$ cat config.mk
export PLATFORM = sky130hd
export DESIGN_NAME = tern_dot_engine
export DESIGN_NICKNAME = d
export VERILOG_FILES = /design/src/rtl/tern_pkg.sv /design/src/rtl/tern_lane.sv /design/src/rtl/tern_adder_tree.sv /design/src/rtl/tern_len_track.sv /design/src/rtl/tern_dot_engine.sv
export SDC_FILE = /design/constraint.sdc
export NUM_CORES = 1
export LEC_CHECK = 0
export BUFFER_PORTS_ARGS = -buffer_cell sky130_fd_sc_hd__clkbuf_2
export CORE_UTILIZATION = 30
export CTS_CLUSTER_SIZE = 12
export DETAILED_ROUTE_END_ITERATION = 16
export PLACE_DENSITY_LB_ADDON = 0.25
export SLEW_MARGIN = 20
export SYNTH_ARGS = -nofsm -noshare
export SYNTH_HDL_FRONTEND = slang
export SYNTH_SLANG_ARGS = --single-unit
$ cat constraint.sdc
create_clock -name clk_i -period 16 [get_ports clk_i]
set_clock_uncertainty 0.05 [all_clocks]
set_input_delay 1.6 -clock clk_i [delete_from_list [all_inputs] [get_ports clk_i]]
set_output_delay 1.6 -clock clk_i [all_outputs]
set_load 0.1 [all_outputs]
$ cat src/rtl/tern_pkg.sv
package tern_pkg;
  localparam int LANES  = 4;
  localparam int ACT_W  = 8;
  localparam int CODE_W = 2;
  localparam int BYTE_W = LANES * CODE_W;
  localparam int TERM_W = ACT_W + 1;

  typedef enum logic [CODE_W-1:0] {
    W_ZERO = 2'b00,
    W_POS  = 2'b01,
    W_BAD  = 2'b10,
    W_NEG  = 2'b11
  } wcode_e;
endpackage

$ cat src/rtl/tern_lane.sv
module tern_lane
  import tern_pkg::*;
(
  input  logic                     en_i,
  input  logic [CODE_W-1:0]        code_i,
  input  logic signed [ACT_W-1:0]  act_i,
  output logic signed [TERM_W-1:0] term_o,
  output logic                     bad_o
);
  logic signed [TERM_W-1:0] ext;

  assign ext = TERM_W'(act_i);

  // sign flip, pass or zero: no multiplier
  always_comb begin
    term_o = '0;
    if (en_i) begin
      case (wcode_e'(code_i))
        W_POS:   term_o = ext;
        W_NEG:   term_o = -ext;
        default: term_o = '0;
      endcase
    end
  end

  assign bad_o = en_i && (wcode_e'(code_i) == W_BAD);
endmodule

$ cat src/rtl/tern_adder_tree.sv
module tern_adder_tree #(
  parameter int N     = 4,
  parameter int IN_W  = 9,
  parameter int LVLS  = $clog2(N),
  parameter int OUT_W = IN_W + LVLS
) (
  input  logic signed [IN_W-1:0]  in_i [N],
  output logic signed [OUT_W-1:0] sum_o
);
  for (genvar l = 0; l <= LVLS; l++) begin : g_lvl
    localparam int CNT = N >> l;
    logic signed [OUT_W-1:0] s [CNT];
    if (l == 0) begin : g_leaf
      for (genvar k = 0; k < CNT; k++) begin : g_in
        assign s[k] = OUT_W'(in_i[k]);
      end
    end else begin : g_node
      for (genvar k = 0; k < CNT; k++) begin : g_add
        assign s[k] = g_lvl[l-1].s[2*k] + g_lvl[l-1].s[2*k+1];
      end
    end
  end

  assign sum_o = g_lvl[LVLS].s[0];
endmodule

$ cat src/rtl/tern_len_track.sv
module tern_len_track
  import tern_pkg::*;
#(
  parameter int LEN_W = 7
) (
  input  logic             clk_i,
  input  logic             rst_ni,
  input  logic             start_i,
  input  logic [LEN_W-1:0] len_i,
  input  logic             valid_i,
  output logic             busy_o,
  output logic             beat_o,
  output logic             last_o,
  output logic [LANES-1:0] lane_en_o
);
  logic [LEN_W-1:0] rem_q;
  logic             busy_q;

  assign busy_o = busy_q;
  assign beat_o = busy_q && valid_i && !start_i;
  assign last_o = rem_q <= LEN_W'(LANES);

  for (genvar k = 0; k < LANES; k++) begin : g_en
    assign lane_en_o[k] = rem_q > LEN_W'(k);
  end

  always_ff @(posedge clk_i or negedge rst_ni) begin
    if (!rst_ni) begin
      rem_q  <= '0;
      busy_q <= 1'b0;
    end else if (start_i) begin
      rem_q  <= len_i;
      busy_q <= len_i != '0;
    end else if (beat_o) begin
      if (last_o) begin
        rem_q  <= '0;
        busy_q <= 1'b0;
      end else begin
        rem_q  <= rem_q - LEN_W'(LANES);
      end
    end
  end
endmodule

$ cat src/rtl/tern_dot_engine.sv
module tern_dot_engine
  import tern_pkg::*;
#(
  parameter int MAX_LEN = 64,
  parameter int LEN_W   = $clog2(MAX_LEN + 1),
  parameter int ACC_W   = ACT_W + $clog2(MAX_LEN) + 1
) (
  input  logic                    clk_i,
  input  logic                    rst_ni,
  input  logic                    start_i,
  input  logic [LEN_W-1:0]        len_i,
  input  logic                    valid_i,
  input  logic [BYTE_W-1:0]       wgt_i,
  input  logic [LANES*ACT_W-1:0]  act_i,
  output logic                    done_o,
  output logic signed [ACC_W-1:0] sum_o,
  output logic                    err_o
);
  localparam int TREE_W = TERM_W + $clog2(LANES);

  logic                     busy, beat, last;
  logic [LANES-1:0]         lane_en, lane_bad;
  logic signed [TERM_W-1:0] term [LANES];
  logic signed [TREE_W-1:0] tree_sum;
  logic signed [ACC_W-1:0]  acc_q, acc_next;
  logic                     err_q, beat_bad;

  tern_len_track #(.LEN_W(LEN_W)) u_track (
    .clk_i    (clk_i),
    .rst_ni   (rst_ni),
    .start_i  (start_i),
    .len_i    (len_i),
    .valid_i  (valid_i),
    .busy_o   (busy),
    .beat_o   (beat),
    .last_o   (last),
    .lane_en_o(lane_en)
  );

  for (genvar k = 0; k < LANES; k++) begin : g_lane
    tern_lane u_lane (
      .en_i  (lane_en[k]),
      .code_i(wgt_i[CODE_W*k +: CODE_W]),
      .act_i (act_i[ACT_W*k +: ACT_W]),
      .term_o(term[k]),
      .bad_o (lane_bad[k])
    );
  end

  tern_adder_tree #(.N(LANES), .IN_W(TERM_W)) u_tree (
    .in_i (term),
    .sum_o(tree_sum)
  );

  assign beat_bad = |lane_bad;
  assign acc_next = acc_q + ACC_W'(tree_sum);

  always_ff @(posedge clk_i or negedge rst_ni) begin
    if (!rst_ni) begin
      acc_q  <= '0;
      err_q  <= 1'b0;
      done_o <= 1'b0;
      err_o  <= 1'b0;
      sum_o  <= '0;
    end else begin
      done_o <= 1'b0;
      err_o  <= 1'b0;
      if (start_i) begin
        acc_q <= '0;
        err_q <= 1'b0;
        if (len_i == '0) begin
          done_o <= 1'b1;
          sum_o  <= '0;
        end
      end else if (beat) begin
        if (last) begin
          sum_o  <= acc_next;
          done_o <= 1'b1;
          err_o  <= err_q | beat_bad;
          acc_q  <= '0;
          err_q  <= 1'b0;
        end else begin
          acc_q  <= acc_next;
          err_q  <= err_q | beat_bad;
        end
      end
    end
  end
endmodule

Word-level counts from Yosys, hierarchy flattened
Index checks and enable logic that the tools add are counted.

word-level totals
  bits in registers = 41
  input bits = 51
  output and inout port bits = 17
  logic and storage cells = 80

operators by class
  $add $sub $neg = 9
  magnitude comparators = 5
  eq/ne operators = 13
  multiplexer cells = 31
  bitwise operators = 1
  reductions and logical operators = 14

operators by type and width
  operator                                               count
  2-to-1 mux 15 bit                                      7
  one-hot mux 9 bit (2 select lines)                     4
  2-to-1 mux 9 bit                                       4
  negation 8 -> 9 bit                                    4
  2-to-1 mux 7 bit                                       3
  adder 9 x 9 -> 10 bit                                  2
  equality test 2 bit, second input constant             8
  adder 15 x 11 -> 15 bit                                1
  > comparator 7 x 1 -> 1 bit, second input constant     2
  > comparator 7 x 2 -> 1 bit, second input constant     2
  2-to-1 mux 1 bit                                       13
  adder 10 x 10 -> 11 bit                                1
  equality test 2 x 1 -> 1 bit, second input constant    4
  <= comparator 7 x 3 -> 1 bit, second input constant    1
  logical NOT 7 bit                                      1
  nonzero test 7 bit                                     1
  subtractor 7 x 3 -> 7 bit, second input constant       1
  logical AND 1 bit                                      6
  nonzero test 2 bit                                     2
  OR reduction 4 bit                                     1
  AND reduction 3 bit                                    1
  inequality test 2 x 1 -> 1 bit, second input constant  1
  AND reduction 2 bit                                    1
  logical NOT 1 bit                                      1
  OR 1 bit                                               1

Depth between registers and ports, before layout
Gate-level depths: netlist of the first run.

  depth after elaboration = 9
  depth in mapped cells = 22

Modules after synthesis
Synthesis of the first run repeated with hierarchy kept, for this count alone.

unflattened totals
  cells, all modules = 522
  area total of the unflattened synthesis = 4453.0 sq um

modules (own cells, without submodules)
  module           times used  cells each  area each (sq um)  sequential area each (sq um)
  tern_dot_engine  1           191         1964.4             825.8
  tern_lane        4           39          249.0              0.0
  tern_adder_tree  1           108         937.1              0.0
  tern_len_track   1           67          555.5              200.2

Least setup slack after synthesis of the first run
No wires, ideal clock.

  path type = input to register
  start point = in act_i[1]
  end point = reg sum_o[14]
  library setup time = 0.122 ns
  arrival time = 6.070 ns
  data required time = 15.828 ns
  path slack = 9.758 ns
  stages on the path = 21
  cells stage by stage = inv_1 ha_1 or3b_1 nor4_1 nor3b_1 o21a_4 clkbuf_1 xor2_1 ha_1 fa_1 inv_1 fa_1 inv_1 ha_1 a21o_1 a21o_1 a21oi_1 a21boi_0 o22ai_1 xnor3_1 a22o_1

on the way
  word-level cells in the longest chain between the ends = 9

RTL lines
  what                                  RTL line               text
  start: declaration                    tern_dot_engine.sv:14  input logic [LANES*ACT_W-1:0] act_i,
  negation 8 -> 9 bit                   tern_lane.sv:20        W_NEG: term_o = -ext;
  one-hot mux 9 bit (2 select lines) *  tern_lane.sv:18        case (wcode_e'(code_i))
  2-to-1 mux 9 bit *                    tern_lane.sv:17        if (en_i) begin
  adder 9 x 9 -> 10 bit *               tern_adder_tree.sv:19  assign s[k] = g_lvl[l-1].s[2*k] + g_lvl[l-1].s[2*k+1];
  adder 10 x 10 -> 11 bit *             tern_adder_tree.sv:19
  adder 15 x 11 -> 15 bit *             tern_dot_engine.sv:56  assign acc_next = acc_q + ACC_W'(tree_sum);
  2-to-1 mux 15 bit *                   tern_dot_engine.sv:76  if (last) begin
  2-to-1 mux 15 bit *                   tern_dot_engine.sv:75  end else if (beat) begin
  2-to-1 mux 15 bit *                   tern_dot_engine.sv:68  if (start_i) begin
  end signal: assignment                tern_dot_engine.sv:77  sum_o <= acc_next;
  end: declaration                      tern_dot_engine.sv:16  output logic signed [ACC_W-1:0] sum_o,

Every way passes the cells marked *; elsewhere a longest branch is shown, timed or not. The select of a mux whose other input is x is not followed.
A chain may end at the register's enable or synchronous reset.

Worst setup path after layout of the first run
  start point = in act_i[0]
  end point = reg acc_q[14]

on the way
  word-level cells in the longest chain between the ends = 9

RTL lines
  what                                  RTL line               text
  negation 8 -> 9 bit                   tern_lane.sv:20
  one-hot mux 9 bit (2 select lines) *  tern_lane.sv:18
  2-to-1 mux 9 bit *                    tern_lane.sv:17
  adder 9 x 9 -> 10 bit *               tern_adder_tree.sv:19
  adder 10 x 10 -> 11 bit *             tern_adder_tree.sv:19
  adder 15 x 11 -> 15 bit *             tern_dot_engine.sv:56
  2-to-1 mux 15 bit *                   tern_dot_engine.sv:76
  2-to-1 mux 15 bit *                   tern_dot_engine.sv:75
  2-to-1 mux 15 bit *                   tern_dot_engine.sv:68
  end signal: assignment                tern_dot_engine.sv:83  acc_q <= acc_next;
  end: declaration                      tern_dot_engine.sv:25  logic signed [ACC_W-1:0] acc_q, acc_next;

Marked as above.

==> results_dict.tcl, run 1 <==
set metrics [dict create \
    status "complete, no violations" \
    firstDrtPassIters 4 \
    via_count 3600 \
    start_util_pct 31.0 \
    worst_slack_ns 9.67 \
    ant_nets 0 \
    rr_startpoint "u_track.rem_q[2]" \
    rsz0062_at_grt "no" \
    p_leak_nw 2.62 \
    dp_slack_ns 9.38 \
    hold_buffers 0 \
    synth-edff-count 0 \
    endpoint "acc_q[14]" \
    nets 679 \
    fp.dieArea_um2 15000 \
    clock.fmax_ghz 0.158 \
    fin_crit_ns 6.33 \
    cpPeakStageDelay_ns 0.54 \
    dp_hpwl_mm 8.87 \
    io_pins 68 \
    ys_types 52 \
    syn_to_final_growth_pct 15.1 \
    slew_headroom_pct 30.8 \
    die_height_um 122 \
    grt_first_pass_wirelength_mm 17.8 \
    ff2ff_path_depth 21 \
    maxCapViolations 0 \
    first_iter_violations 129 \
    ir_worst_vdd_v 0.000153 \
    crit_type "input port to register" \
    antenna_found_initial 0 \
    slew_violations 0 \
    placed_area_um2 4860 \
    gp_congestion 0.810 \
    finalCritPeriodShare_pct 39.6 \
    cts_tree "done" \
    htree_num_levels 2 \
    clockBufferDepth 2 \
    r2r_end "acc_q[11]" \
    cp_cell_sequence "clkbuf_2 > inv_1 > ha_1 > or3b_1 > o31ai_1 > xnor2_1 > nand2_1 > fa_1 > inv_1 > fa_1 > inv_1 > fa_1 > inv_1 > ha_1 > o21a_1 > o21ai_0 > a21oi_1 > nand4_1 > a21boi_0 > o22ai_1 > xnor3_1 > a22o_1" \
    final_cell_mix "inv_1, nand2_1, clkbuf_2" \
    r2r_slack_ns 10.33 \
    critPathSlowestCell "fa_1" \
    worstPathMaxFanout 4 \
    fin_tns_setup_ns 0 \
    first_global_vias 3634 \
    grt_max_degree 42 \
    synth_ff_type "dfrtp_1" \
    hold_violations 0 \
    ys_ff_latch 41 \
    yosys_warnings 0 \
    clk_pin_slew_worst_paths_ns 0.06 \
    vias_per_cell 4.82 \
    post-cts-setup-buffers 0 \
    critPathCaptureType "register" \
    drt-total-wl_mm 10.6 \
    powerDensity_nw_per_um2 197 \
    async_flop_share_pct 100 \
    setup-violations-final 0 \
    syn_inst 505 \
    cts-root-buf "clkbuf_16" \
    hold_path_class "register to register" \
    post_synth.cell_area_avg_um2 8.62 \
    drive_gt1_share_pct 14.8 \
    cts.sinks 41 \
    core-area_um2 14000 \
    finalInstanceArea_um2 5010 \
    cpMostUsedCell "inv_1" \
    required_ns 16.12 \
    ctsResizeCount 0 \
    mostFrequentLayoutCell "inv_1" \
    cp_data_arrival_time_ns 6.45 \
    tightest_slew_ns 1.03 \
    drc 0 \
    hold_slack_ns 0.435 \
    avgRoutedWirePerCell_um 14.2 \
    power_w 0.000988 \
    syn_nets 618 \
    port_buffers 67 \
    numCtsBuffers 5 \
    synth-seq-area-share_pct 23.6 \
    clk_latency_ns 0.28 \
    rows 43 \
    startpoint "act_i[0]" \
    syn_area_um2 4350 \
    die_w_um 122 \
    overflow 0 \
    worstSetupStartpointType "input port" \
    grt_usage_pct 15.3 \
    diodes 0 \
]
[per-layer routing]
layer | GRT usage (%) | routed length [um] | vias to the layer above
li1 | - | - | 1780
met3 | 1.02 | 325 | 9
met2 | 25.7 | 4840 | 71
met4 | 3.96 | 126 | 0
met1 | 21.3 | 5310 | 1740
met5 | 0 | 0 | -
[cell usage after synthesis, drive strengths merged, types with 2 or more instances]
library cell / count / area [um^2]
or3: 5 / 36.3
clkbuf: 13 / 48.8
dfrtp: 41 / 1030
ha: 26 / 325
a21oi: 17 / 85.1
nor4: 3 / 18.8
o21a: 6 / 52.6
fa: 36 / 721
nand2: 67 / 251
xnor2: 32 / 288
nor3: 6 / 30.0
nor2b: 6 / 37.5
inv: 85 / 319
nor2: 29 / 109
and2: 4 / 27.5
o21ai: 31 / 159
o211a: 2 / 20.0
nand2b: 7 / 43.8
a21o: 10 / 75.1
a22o: 24 / 210
or4: 4 / 30.0
o41ai: 4 / 35.0
xor2: 14 / 123
and3: 2 / 12.5
o31ai: 8 / 60.1
a211o: 2 / 17.5
nor3b: 3 / 22.5
[per-stage QoR]
| stage | util [%] | instances |
|---|---|---|
| 6_report | 35.7 | 747 |
| 5_1_grt | 35.7 | 747 |
| 2_1_floorplan | - | 505 |
| 3_5_place_dp | 34.6 | 739 |
| 4_1_cts | 35.7 | 747 |
| 3_3_place_gp | 34.6 | 739 |
[flip-flops by register name (all words and copies together) (netlist names)]
| register | count |
|---|---|
| done_o | 1 |
| acc_q | 15 |
| u_track.busy_o | 1 |
| u_track.rem_q | 7 |
| sum_o | 15 |
| err_q | 1 |
| err_o | 1 |
[area by class of cell]
cell class	instances	area, um^2
Timing Repair Buffer	68	343
Clock buffer	5	125
Multi-Input combinational cell	365	2950
Inverter	85	319
Fill cell	1448	9030
Tap cell	180	225
Clock inverter	3	22.5
Sequential cell	41	1030
[critical path: cells and delay by family]
kind,cells,cell delay (ns)
simple gates,3,0.61
fa+ha+maj,5,2.09
buf+inv,5,0.37
compound gates,7,1.25
xor+xnor,2,0.54
[power breakdown]
part           switching [W]  internal, W
sequential         0.0000265     0.000140
combinational       0.000460     0.000263
clock              0.0000411    0.0000580
total               0.000527     0.000461
[cell families (layout without fill, tap and decap cells)]
kind of cell	after synthesis	after routing	share of synthesized area (%)
flip-flops	41	41	23.6
XOR/XNOR	47	47	9.95
adder cells (fa/ha/maj)	62	62	24.0
multiplexers	2	2	0.489
buffers and inverters	99	161	8.71
AO/OA/AOI/OAI	113	113	18.1
AND/OR/NAND/NOR	141	141	15.2
[how the worst min path moves through the flow]
stage | start | cells after the start | endpoint
2_1_floorplan | acc_q[2] | 2 | acc_q[2]
3_3_place_gp | acc_q[2] | 2 | acc_q[2]
3_5_place_dp | sum_o[3] | 2 | sum_o[3]
4_1_cts | sum_o[3] | 2 | sum_o[3]
5_1_grt | sum_o[3] | 2 | sum_o[3]
6_report | sum_o[3] | 2 | sum_o[3]
Power figures use the tool's default switching activity.
==> run 2: changes to the inputs <==
==> constraint.sdc (replaced) <==
create_clock -name clk_i -period 6 [get_ports clk_i]
set_clock_uncertainty 0.05 [all_clocks]
set_input_delay 0.6 -clock clk_i [delete_from_list [all_inputs] [get_ports clk_i]]
set_output_delay 0.6 -clock clk_i [all_outputs]
set_load 0.1 [all_outputs]
==> run 2 against run 1 <==
  * Critical path depth decreased by 2
  * Global-route usage grew 0.25 points
  * Register-to-register slack got worse by 9.8 ns
  * First-iteration DRC count fell by 2.3%
  * Largest power group unchanged
  * Non-clock buffer count rose by 1
  * Sequential share of layout area is 0.11 points lower
  * Worst setup slack worse by 9.1 ns
  * Total power increased to 2.7 times the previous value
  * Highest routed layer unchanged
==> results_dict.tcl, run 2 (synthesis results as in run 1) <==
set metrics [dict create \
    io_pins 68 \
    largest_registers "acc_q (15), sum_o (15), u_track.rem_q (7)" \
    vias_per_cell 4.68 \
    switching_power_w 0.00140 \
    diodes 0 \
    hold_path_class "input port to async pin" \
    cts_tree "done" \
    fp.dieArea_um2 15000 \
    nets 680 \
    clk_latency_ns 0.28 \
    drc 0 \
    num-fill-cells 1447 \
    worstPathMaxFanout 7 \
    status "complete, no violations" \
    powerDensity_nw_per_um2 531 \
    post-cts-setup-buffers 0 \
    syn_to_final_growth_pct 15.8 \
    hold_buffers 0 \
    p_seq_share_pct 16.6 \
    setup-violations-final 0 \
    antenna_found_initial 0 \
    p_leak_nw 2.63 \
    rsz0062_at_grt "no" \
    via_count 3500 \
    die_w_um 122 \
    port_buffers 67 \
    start_util_pct 31.0 \
    fin_tns_setup_ns 0 \
    worstSetupStartpointType "register" \
    grt_max_degree 42 \
    final_cell_mix "inv_1, nand2_1, clkbuf_2" \
    core-area_um2 14000 \
    cpPeakStageDelay_ns 0.50 \
    slew_violations 0 \
    multi_input_area_um2 2950 \
    firstDrtPassIters 4 \
    clk_pin_slew_worst_paths_ns 0.06 \
    hold_violations 0 \
    critPathCaptureType "register" \
    seq_area_um2 1030 \
    slew_headroom_pct 28.5 \
    cts.sinks 41 \
    critPathSlowestCell "fa_1" \
    clockBufferDepth 2 \
    tightest_slew_ns 1.07 \
    first_global_vias 3597 \
    first_iter_violations 126 \
    numCtsBuffers 5 \
    cts-root-buf "clkbuf_16" \
    rows 43 \
    grt_first_pass_wirelength_mm 18.1 \
    overflow 0 \
    gp_congestion 0.861 \
    drt-total-wl_mm 10.6 \
    dp_hpwl_mm 8.83 \
    drive_gt1_share_pct 14.8 \
    p_clk_share_pct 11.5 \
    ant_nets 0 \
    ir_worst_vdd_v 0.000418 \
    maxCapViolations 0 \
    worst_slack_ns 0.537 \
    placed_area_um2 4870 \
    avgRoutedWirePerCell_um 14.2 \
    fin_crit_ns 5.46 \
    clock.fmax_ghz 0.183 \
    crit_type "register to register" \
    cp_cell_sequence "inv_1 > ha_1 > or4b_4 > o32a_1 > and2_1 > buf_4 > o21a_1 > ha_1 > fa_1 > inv_1 > fa_1 > inv_1 > ha_1 > a21o_1 > a21o_1 > a21oi_1 > a21boi_0 > o22ai_1 > xnor3_1 > a22o_1" \
    finalInstanceArea_um2 5040 \
    grt_usage_pct 15.6 \
    combinationalPowerShare_pct 71.9 \
    required_ns 6.12 \
    htree_num_levels 2 \
    cp_data_arrival_time_ns 5.59 \
    die_height_um 122 \
    p_sw_share_pct 52.4 \
    utilization_pct 35.9 \
    dp_slack_ns 0.422 \
    finalCritPeriodShare_pct 91.1 \
    mostFrequentLayoutCell "inv_1" \
    ctsResizeCount 0 \
    internal_power_w 0.00127 \
]
==> run 2: cell count changes in the layout (fill, tap and decap cells not counted) <==
cell,delta
buf_4,+1
bufinv_16,+1
clkbuf_1,+1
clkinv_2,-1
clkinv_4,-1
==> run 2: worst max-delay path: cells and delay by family (launching register included) <==
kind,cells,cell delay (ns)
fa+ha+maj,5,1.85
compound gates,8,1.54
simple gates,2,0.67
flops,1,0.43
xor+xnor,1,0.43
buf+inv,4,0.36
==> run 2: area by class of cell <==
cell class,count,area share (%)
timing repair buffer,69,6.95
clock inverter,2,0.770
sequential,41,20.4
multi-input combinational,365,58.5
tap,180,4.47
clock buffer,6,2.56
inverter,85,6.33
==> run 2: per-layer routing <==
layer  wire length, um  share of wire (%)  GRT usage (%)
met5                 0                  0              0
met4               131                1.2           3.89
met3               334                3.1           1.63
met2              4620                 44           25.0
met1              5530                 52           22.3
==> run 2: power groups by stage <==
stage          sequential (W)  combinational (W)  clock, W
3_5_place_dp         0.000450            0.00192         0
5_1_grt              0.000458            0.00215  0.000329
6_report             0.000445            0.00192  0.000307
2_1_floorplan        0.000759            0.00120         0
3_3_place_gp         0.000449            0.00192         0
4_1_cts              0.000445            0.00194  0.000314
==> run 2: per-stage QoR <==
step                cells  hold slack [ns]  power [W]
CTS                   748            0.447    0.00270
floorplan             505            0.254    0.00196
finish                748            0.396    0.00267
global placement      740            0.416    0.00237
global route          748            0.470    0.00294
detailed placement    740            0.422    0.00237
==> run 2: path summary, 6_finish.rpt <==
kind                            slack [ns]              from  depth (start not counted)                to
worst max-delay path                  0.54  u_track.rem_q[2]                         20         acc_q[14]
worst min-delay path                  0.40            rst_ni                          1  u_track.rem_q[4]
worst max register to register        0.54  u_track.rem_q[2]                         20         acc_q[14]
worst min register to register        0.44          sum_o[3]                          2          sum_o[3]
max in group asynchronous             4.93            rst_ni                          1         acc_q[10]
min in group clk_i                    0.44          sum_o[3]                          2          sum_o[3]
